===== src/rtl/seq_mul.sv =====
module seq_mul #(
  parameter int W = 8
) (
  input  logic           clk,
  input  logic           rst_n,
  input  logic           start,
  input  logic [W-1:0]   mcand,
  input  logic [W-1:0]   mplier,
  output logic           busy,
  output logic           done,
  output logic [2*W-1:0] product
);
  localparam int CW = (W > 1) ? $clog2(W) : 1;
  localparam logic [CW-1:0] LAST = CW'(W - 1);

  logic [W-1:0]  m_r, acc_r, q_r;
  logic [CW-1:0] cnt_r;
  logic          busy_r, done_r;
  logic [W:0]    sum;

  assign sum     = {1'b0, acc_r} + {1'b0, (q_r[0] ? m_r : '0)};
  assign busy    = busy_r;
  assign done    = done_r;
  assign product = {acc_r, q_r};

  always_ff @(posedge clk or negedge rst_n) begin
    if (!rst_n) begin
      m_r    <= '0;
      acc_r  <= '0;
      q_r    <= '0;
      cnt_r  <= '0;
      busy_r <= 1'b0;
      done_r <= 1'b0;
    end else if (busy_r) begin
      acc_r  <= sum[W:1];
      q_r    <= {sum[0], q_r[W-1:1]};
      cnt_r  <= cnt_r - 1'b1;
      busy_r <= (cnt_r != '0);
      done_r <= (cnt_r == '0);
    end else begin
      done_r <= 1'b0;
      if (start) begin
        m_r    <= mcand;
        acc_r  <= '0;
        q_r    <= mplier;
        cnt_r  <= LAST;
        busy_r <= 1'b1;
      end
    end
  end
endmodule


===== config.mk =====
export PLATFORM = sky130hd
export DESIGN_NAME = seq_mul
export DESIGN_NICKNAME = d
export VERILOG_FILES = /design/src/rtl/seq_mul.sv
export SDC_FILE = /design/constraint.sdc
export NUM_CORES = 1
export LEC_CHECK = 0
export ABC_AREA = 1
export BUFFER_PORTS_ARGS = -buffer_cell sky130_fd_sc_hd__buf_2
export CELL_PAD_IN_SITES_DETAIL_PLACEMENT = 1
export CELL_PAD_IN_SITES_GLOBAL_PLACEMENT = 1
export CORE_MARGIN = 4
export CORE_UTILIZATION = 41
export DETAILED_ROUTE_END_ITERATION = 8
export PLACE_DENSITY_LB_ADDON = 0.1
export SLEW_MARGIN = 20
export SYNTH_ARGS = -nofsm -noshare
export SYNTH_HDL_FRONTEND = slang
export SYNTH_SLANG_ARGS = --single-unit
export TNS_END_PERCENT = 50

===== constraint.sdc =====
create_clock -name clk -period 4.6 [get_ports clk]
set_clock_uncertainty 0.15 [all_clocks]
set_input_delay 1.15 -clock clk [delete_from_list [all_inputs] [get_ports clk]]
set_output_delay 1.15 -clock clk [all_outputs]
set_load 0.03 [all_outputs]

==> reports/results.tsv, run 1 <==
stage	metric	value	unit
sta	min Tclk post-route	2.77	ns
power	clock share of power	0.158	
grt	largest net degree at the start of global routing	30	
setup_path	CP Buf/Inv Count	1	
synth	number of synthesized register bits	29	
setup_path	Levels on crit path	1	
clock_network	root buffer cell	clkbuf_8	
grt	first-pass GRT wire length	6950	um
synth	Yosys top cell by area	dfrtp_1	
setup_path	Worst setup EP type	output port	
floorplan	die area	4930	sq um
drt	Total Wirelength	3970	um
final_layout	register area	726	sq um
clock_network	Gates resized, CTS repair	0	
sta	Worst-Margin Slew	0.802	ns
final_layout	layout cells sized above 1	0.198	
setup_path	Setup crit start kind	flip-flop	
drt	DR iter-0 viols	45	
drt	DRT Pass-1 Iters	4	
final_layout	commonest cells after routing, fill and taps aside	nand2_1 (96), buf_2 (36), dfrtp_1 (29), inv_1 (23), nand3_1 (17)	
clock_network	clk slew on worst S/H paths	0.07	ns
sta	Slew HR	0.466	
setup_path	flop2flop setup slack	2.54	ns
setup_path	Critical path origin	busy	
power	sequential group share of total power	0.376	
clock_network	CTS Buf Count	5	
synth	Cells after Synth	204	
drt	DRC	0	
setup_path	r2r startpoint	q_r[0]	
sta	Final Hold Violating Endpoints	0	
floorplan	Core Rows	22	
setup_path	reg2reg end	acc_r[7]	
grt	antenna violations before repair	0	
grt	grt total ovfl	0	
setup_path	Worst path slowest cell	dfrtp_1	
floorplan	CORE AREA	3690	sq um
setup_path	CP cell instances	buf_2	
synth	Syn Nets	234	
synth	mapped cell area	1590	sq um
power	cell area power density	693	nW/um^2
clock_network	CTS tree	done	
power	sw power	614	uW
setup_path	Top delay family on crit path	flip-flops	
setup_path	CP required	3.30	ns
final_layout	Layout fillers	513	
clock_network	CTS Hold Bufs	0	
placement	Placed Area	1780	sq um
setup_path	CP endpoint	busy	
final_layout	area occupied by multi-input gates	718	sq um
floorplan	Die Y	70.2	um
final_layout	ANT cells	0	
synth	Syn Area/Cell	7.77	sq um
power	total power	1300	uW
sta	Max Clock Freq	361	MHz
drt	vias per cell	4.80	
power	Power Internal	682	uW
synth	post-synth top area share	0.458	
drt	post-route ant nets	0	
final_layout	most common cell after layout, fill and taps aside	nand2_1	
drt	vias	1397	
setup_path	CP max stage delay	0.86	ns
synth	number of distinct standard cells referenced by the synthesized netlist	20	
synth	synthesis warning total	0	
power	VDD IR max	316	uV
setup_path	critical path arrival	1.47	ns
placement	IO buf count	36	
sta	fin crit share	0.603	
grt	GRT Total Usage	0.176	
min_path	worst hold path class	flip-flop to flip-flop	
outcome	status	completed	
clock_network	clk sinks	29	
sta	Max Transition Viols Final	0	
final_layout	Non-Filler Cell Area, Final	1870	sq um
placement	gpl congestion	0.814	
placement	DPL Wire Length	2920	um
clock_network	Clock Tree Buf Depth	2	
setup_path	crit-path max FO	20	
setup_path	CP Class	flip-flop to output port	
setup_path	FF-to-FF path depth	10	
sta	TNS Setup	0	ns
run	Max Cap Viol	0	
power	Sw Share	0.474	
drt	drt wl/cell	13.6	um
floorplan	Die Width	70.2	um
clock_network	later-pin clock latency in the skew report	0.28	ns
sta	unrepaired setup endpoints after global routing	false	
final_layout	post-layout net count	272	
synth	Area contributors post-synth	dfrtp_1 (46%), nand2_1 (23%), ha_1 (7.9%), inv_1 (5.4%), nand3_1 (5.4%)	
power	Gate power share	0.466	
clock_network	postcts setup bufs	0	
floorplan	starting utilization of the core area	0.430	
grt	vias in the first global route	1534	
synth	Seq/Total Area, Yosys	0.458	
floorplan	Ports	37	
sta	setup violators final	0	
power	leak pwr	0.00114	uW
clock_network	H-tree depth	2	
final_layout	area growth from synthesis to layout	17.9	%
[final cells by class]
class / count / share of cell area
clock inverter: 3 / 0.00937
timing repair buffer: 36 / 0.0964
multi-input combinational: 145 / 0.384
inverter: 25 / 0.0529
sequential: 29 / 0.388
clock buffer: 5 / 0.0368
tap: 48 / 0.0321
[per-stage QoR]
step | instances | hold slack (ns) | setup slack [ns] | util
after floorplan | 204 | 0.286 | 2.56 | -
after global placement | 283 | 0.303 | 2.16 | 0.483
final | 291 | 0.319 | 1.83 | 0.507
after global routing | 291 | 0.352 | 1.69 | 0.507
after detailed placement | 283 | 0.313 | 2.11 | 0.483
after CTS | 291 | 0.324 | 1.79 | 0.507
[Yosys cell counts]
cell type  number
nand2_1        96
dfrtp_1        29
inv_1          23
nand3_1        17
ha_1           10
a21oi_1         5
nor2_1          4
o21ai_0         4
buf_6           3
inv_4           2
xnor2_1         2
a22o_1          1
a22oi_1         1
buf_2           1
clkbuf_1        1
fa_1            1
nand2_4         1
nand4_1         1
nor2_4          1
nor3_1          1
[per-layer routing]
metal | vias up | GRT usage | share of wire
li1 | 705 | - | -
met3 | 4 | 0.0432 | 0.040
met4 | 0 | 0.0553 | 0.0086
met2 | 23 | 0.322 | 0.49
met5 | - | 0 | 0
met1 | 665 | 0.198 | 0.46
[cell families (layout without fill, tap and decap cells)]
group,count (synthesis),after routing,share of synthesized area
DFF,29,29,0.458
adders and majority gates,11,11,0.0916
xor gates and xnor gates,2,2,0.0111
and+or+nand+nor,121,121,0.312
buffers and inverters,30,69,0.0892
AOI/OAI and AO/OA,11,11,0.0387
[sequential cells by signal (all words and copies together) (netlist names)]
name and count:
acc_r 8, busy 1, cnt_r 3, done 1, m_r 8, q_r 8
[worst min-delay path by stage]
stage	startpoint	depth (start not counted)	end
final	cnt_r[2]	1	done
after detailed placement	cnt_r[2]	1	done
after floorplan	cnt_r[2]	1	done
after CTS	cnt_r[2]	1	done
after global routing	cnt_r[2]	1	done
after global placement	cnt_r[2]	1	done
[power by group through the flow]
stage / Clock (uW) / Combinational (uW) / Sequential [uW]
floorplan: 0 / 360 / 567
global placement: 0 / 581 / 478
detailed placement: 0 / 605 / 492
CTS: 211 / 612 / 489
global route: 224 / 676 / 509
finish: 205 / 604 / 487
Power figures use the tool's default switching activity.
==> inputs of run 2 (changes only) <==
--- a/config.mk
+++ b/config.mk
@@ -5,12 +5,12 @@
 export SDC_FILE = /design/constraint.sdc
 export NUM_CORES = 1
 export LEC_CHECK = 0
-export ABC_AREA = 1
+export ABC_AREA = 0
 export BUFFER_PORTS_ARGS = -buffer_cell sky130_fd_sc_hd__buf_2
 export CELL_PAD_IN_SITES_DETAIL_PLACEMENT = 1
 export CELL_PAD_IN_SITES_GLOBAL_PLACEMENT = 1
 export CORE_MARGIN = 4
-export CORE_UTILIZATION = 41
+export CORE_UTILIZATION = 37
 export DETAILED_ROUTE_END_ITERATION = 8
 export PLACE_DENSITY_LB_ADDON = 0.1
 export SLEW_MARGIN = 20
==> constraint.sdc (replaced) <==
create_clock -name clk -period 2.4 [get_ports clk]
set_clock_uncertainty 0.15 [all_clocks]
set_input_delay 0.6 -clock clk [delete_from_list [all_inputs] [get_ports clk]]
set_output_delay 0.6 -clock clk [all_outputs]
set_load 0.03 [all_outputs]
==> run 2 against run 1 <==
Register-to-register slack got worse by 2.4 ns. Wire length fell by 11%. Clock power grew 120%. Synthesized cell count decreased by 32%. Worst hold slack got worse by 0.13 ns. Setup slack worse by 1.7 ns. Critical endpoint is now acc_r[7].
==> reports/results.tsv, run 2 <==
stage	metric	value	unit
final_layout	final design utilization	0.473	
floorplan	Die Y	72.5	um
final_layout	commonest cells after routing, fill and taps aside	buf_2 (36), dfrtp_1 (28), o21ai_0 (10), ha_1 (10)	
drt	DRT Pass-1 Iters	4	
placement	IO buf count	36	
synth	number of synthesized flops with an enable pin	0	
synth	Area contributors post-synth	dfrtp_1 (47%), ha_1 (8.1%), mux2i_1 (5.8%), mux2_2 (5.8%), a22o_1 (3.4%)	
clock_network	CTS Buf Count	5	
synth	ys async rst share	1.00	
drt	Total Wirelength	3540	um
synth	synthesis warning total	0	
grt	vias in the first global route	1240	
drt	vias	1204	
clock_network	CTS tree	done	
setup_path	Setup crit start kind	flip-flop	
run	Max Cap Viol	0	
outcome	status	completed	
final_layout	ANT cells	0	
drt	DRC	0	
grt	antenna violations before repair	0	
synth	Syn Area/Cell	11.2	sq um
setup_path	crit-path max FO	10	
floorplan	CORE AREA	4000	sq um
setup_path	critical path arrival	2.31	ns
floorplan	Core Rows	23	
grt	first-pass GRT wire length	6020	um
synth	Seq/Total Area, Yosys	0.471	
floorplan	die area	5260	sq um
drt	drt wl/cell	15.5	um
sta	Worst-Margin Slew	0.648	ns
synth	most numerous cell in the Yosys netlist	dfrtp_1	
synth	most frequent cells after synthesis	dfrtp_1 (29), ha_1 (10), o21ai_0 (10), mux2i_1 (9), nand2_1 (9)	
power	leak pwr	0.000959	uW
power	total power	2840	uW
clock_network	clk sinks	29	
clock_network	clk slew on worst S/H paths	0.07	ns
synth	mapped cell area	1540	sq um
final_layout	layout cells sized above 1	0.324	
clock_network	H-tree depth	2	
sta	fin crit share	0.953	
grt	GRT Total Usage	0.151	
floorplan	Die Width	72.5	um
placement	DPL Wire Length	2700	um
setup_path	CP required	2.42	ns
synth	number of synthesized register bits	29	
drt	vias per cell	5.26	
sta	setup violators final	0	
grt	grt total ovfl	0	
final_layout	area growth from synthesis to layout	22.9	%
synth	post-synth top area share	0.471	
grt	largest net degree at the start of global routing	30	
setup_path	FF-to-FF path depth	7	
final_layout	most common cell after layout, fill and taps aside	buf_2	
sta	min Tclk post-route	2.29	ns
clock_network	CTS Hold Bufs	0	
setup_path	CP Class	flip-flop to flip-flop	
final_layout	largest registers	acc_r (8), m_r (8), q_r (8)	
sta	unrepaired setup endpoints after global routing	false	
synth	Cells after Synth	138	
sta	Final Hold Violating Endpoints	0	
sta	Max Transition Viols Final	0	
placement	gpl congestion	0.838	
synth	Primary FF master, synth	dfrtp_1	
synth	number of distinct standard cells referenced by the synthesized netlist	32	
clock_network	root buffer cell	clkbuf_8	
setup_path	Worst setup EP type	flip-flop	
drt	DR iter-0 viols	51	
synth	Yosys top cell by area	dfrtp_1	
setup_path	r2r startpoint	q_r[0]	
min_path	worst hold path class	input pin to asynchronous set/reset pin	
sta	Slew HR	0.568	
synth	Syn Nets	168	
drt	post-route ant nets	0	
clock_network	later-pin clock latency in the skew report	0.28	ns
sta	Max Clock Freq	437	MHz
final_layout	Layout fillers	453	
setup_path	Critical path origin	q_r[0]	
power	cell area power density	1500	nW/um^2
floorplan	starting utilization of the core area	0.385	
sta	TNS Setup	0	ns
clock_network	Clock Tree Buf Depth	2	
final_layout	post-layout net count	208	
power	VDD IR max	505	uV
floorplan	Ports	37	
[run 2: cell count changes after synthesis, moves of 3 or more]
cell / delta
nand3_1: -16
inv_1: -18
and2_1: +8
nand3b_1: +3
a21oi_1: +3
nand2_1: -87
a22o_1: +5
mux2i_1: +9
buf_6: -3
o21ai_0: +6
mux2_2: +8
[run 2: timing repair]
| item | CTS | global route |
|---|---|---|
| setup endpoints to repair | 0 | 2 |
| buffers inserted | 0 | 0 |
| resized for setup | 0 | 2 |
[run 2: routing by layer]
metal  up-vias  share of wire  track usage
met1       590           0.45        0.191
met5         -              0            0
met3         7          0.054       0.0499
met4         0          0.019       0.0615
li1        579              -            -
met2        28           0.48        0.236
[run 2: critical path, cell delays in order, from the launching register on]
cell and delay [ns]:
dfrtp_2 0.44, and2_1 0.15, ha_1 0.20, fa_1 0.41
a21o_1 0.22, a221oi_4 0.29, o31ai_1 0.13, a22o_1 0.18
[run 2: path summary, 6_finish.rpt]
| check | to | slack [ns] |
|---|---|---|
| min in group clk | cnt_r[0] | 0.33 |
| max | acc_r[7] | 0.11 |
| max in group asynchronous | q_r[0] | 1.45 |
| min reg2reg | cnt_r[0] | 0.33 |
| min | acc_r[5] | 0.19 |
| max reg2reg | acc_r[7] | 0.11 |
[run 2: cells by family after synthesis]
logic type / after synthesis / synth area share
AO/OA/AOI/OAI: 35 / 0.154
AND/OR/NAND/NOR: 30 / 0.106
flip-flops: 29 / 0.471
multiplexers: 17 / 0.117
buffers and inverters: 11 / 0.0292
adder cells (fa/ha/maj): 11 / 0.0942
XOR/XNOR: 5 / 0.0284
[run 2: where the power goes]
group / switching, uW / internal, uW / leakage, uW
Sequential: 197 / 735 / 0.000351
Clock: 188 / 259 / 0.0000542
Combinational: 843 / 619 / 0.000553
[run 2: layout make-up]
class,instances,area [sq um],area share
clock buffer,7,96.3,0.0509
sequential,29,727,0.384
inverter,5,18.8,0.00991
timing repair buffer,39,203,0.107
tap,50,62.6,0.0330
clock inverter,1,5.00,0.00264
multi-input combinational,98,781,0.412
[run 2: per-stage QoR]
stage	area, sq um	hold slack [ns]	instances	worst slack, ns
after floorplan	1540	0.154	138	0.117
after global placement	1780	0.308	221	0.172
after detailed placement	1780	0.325	221	0.124
after CTS	1880	0.209	229	0.0359
after global routing	1890	0.234	229	0.0121
final	1890	0.186	229	0.112
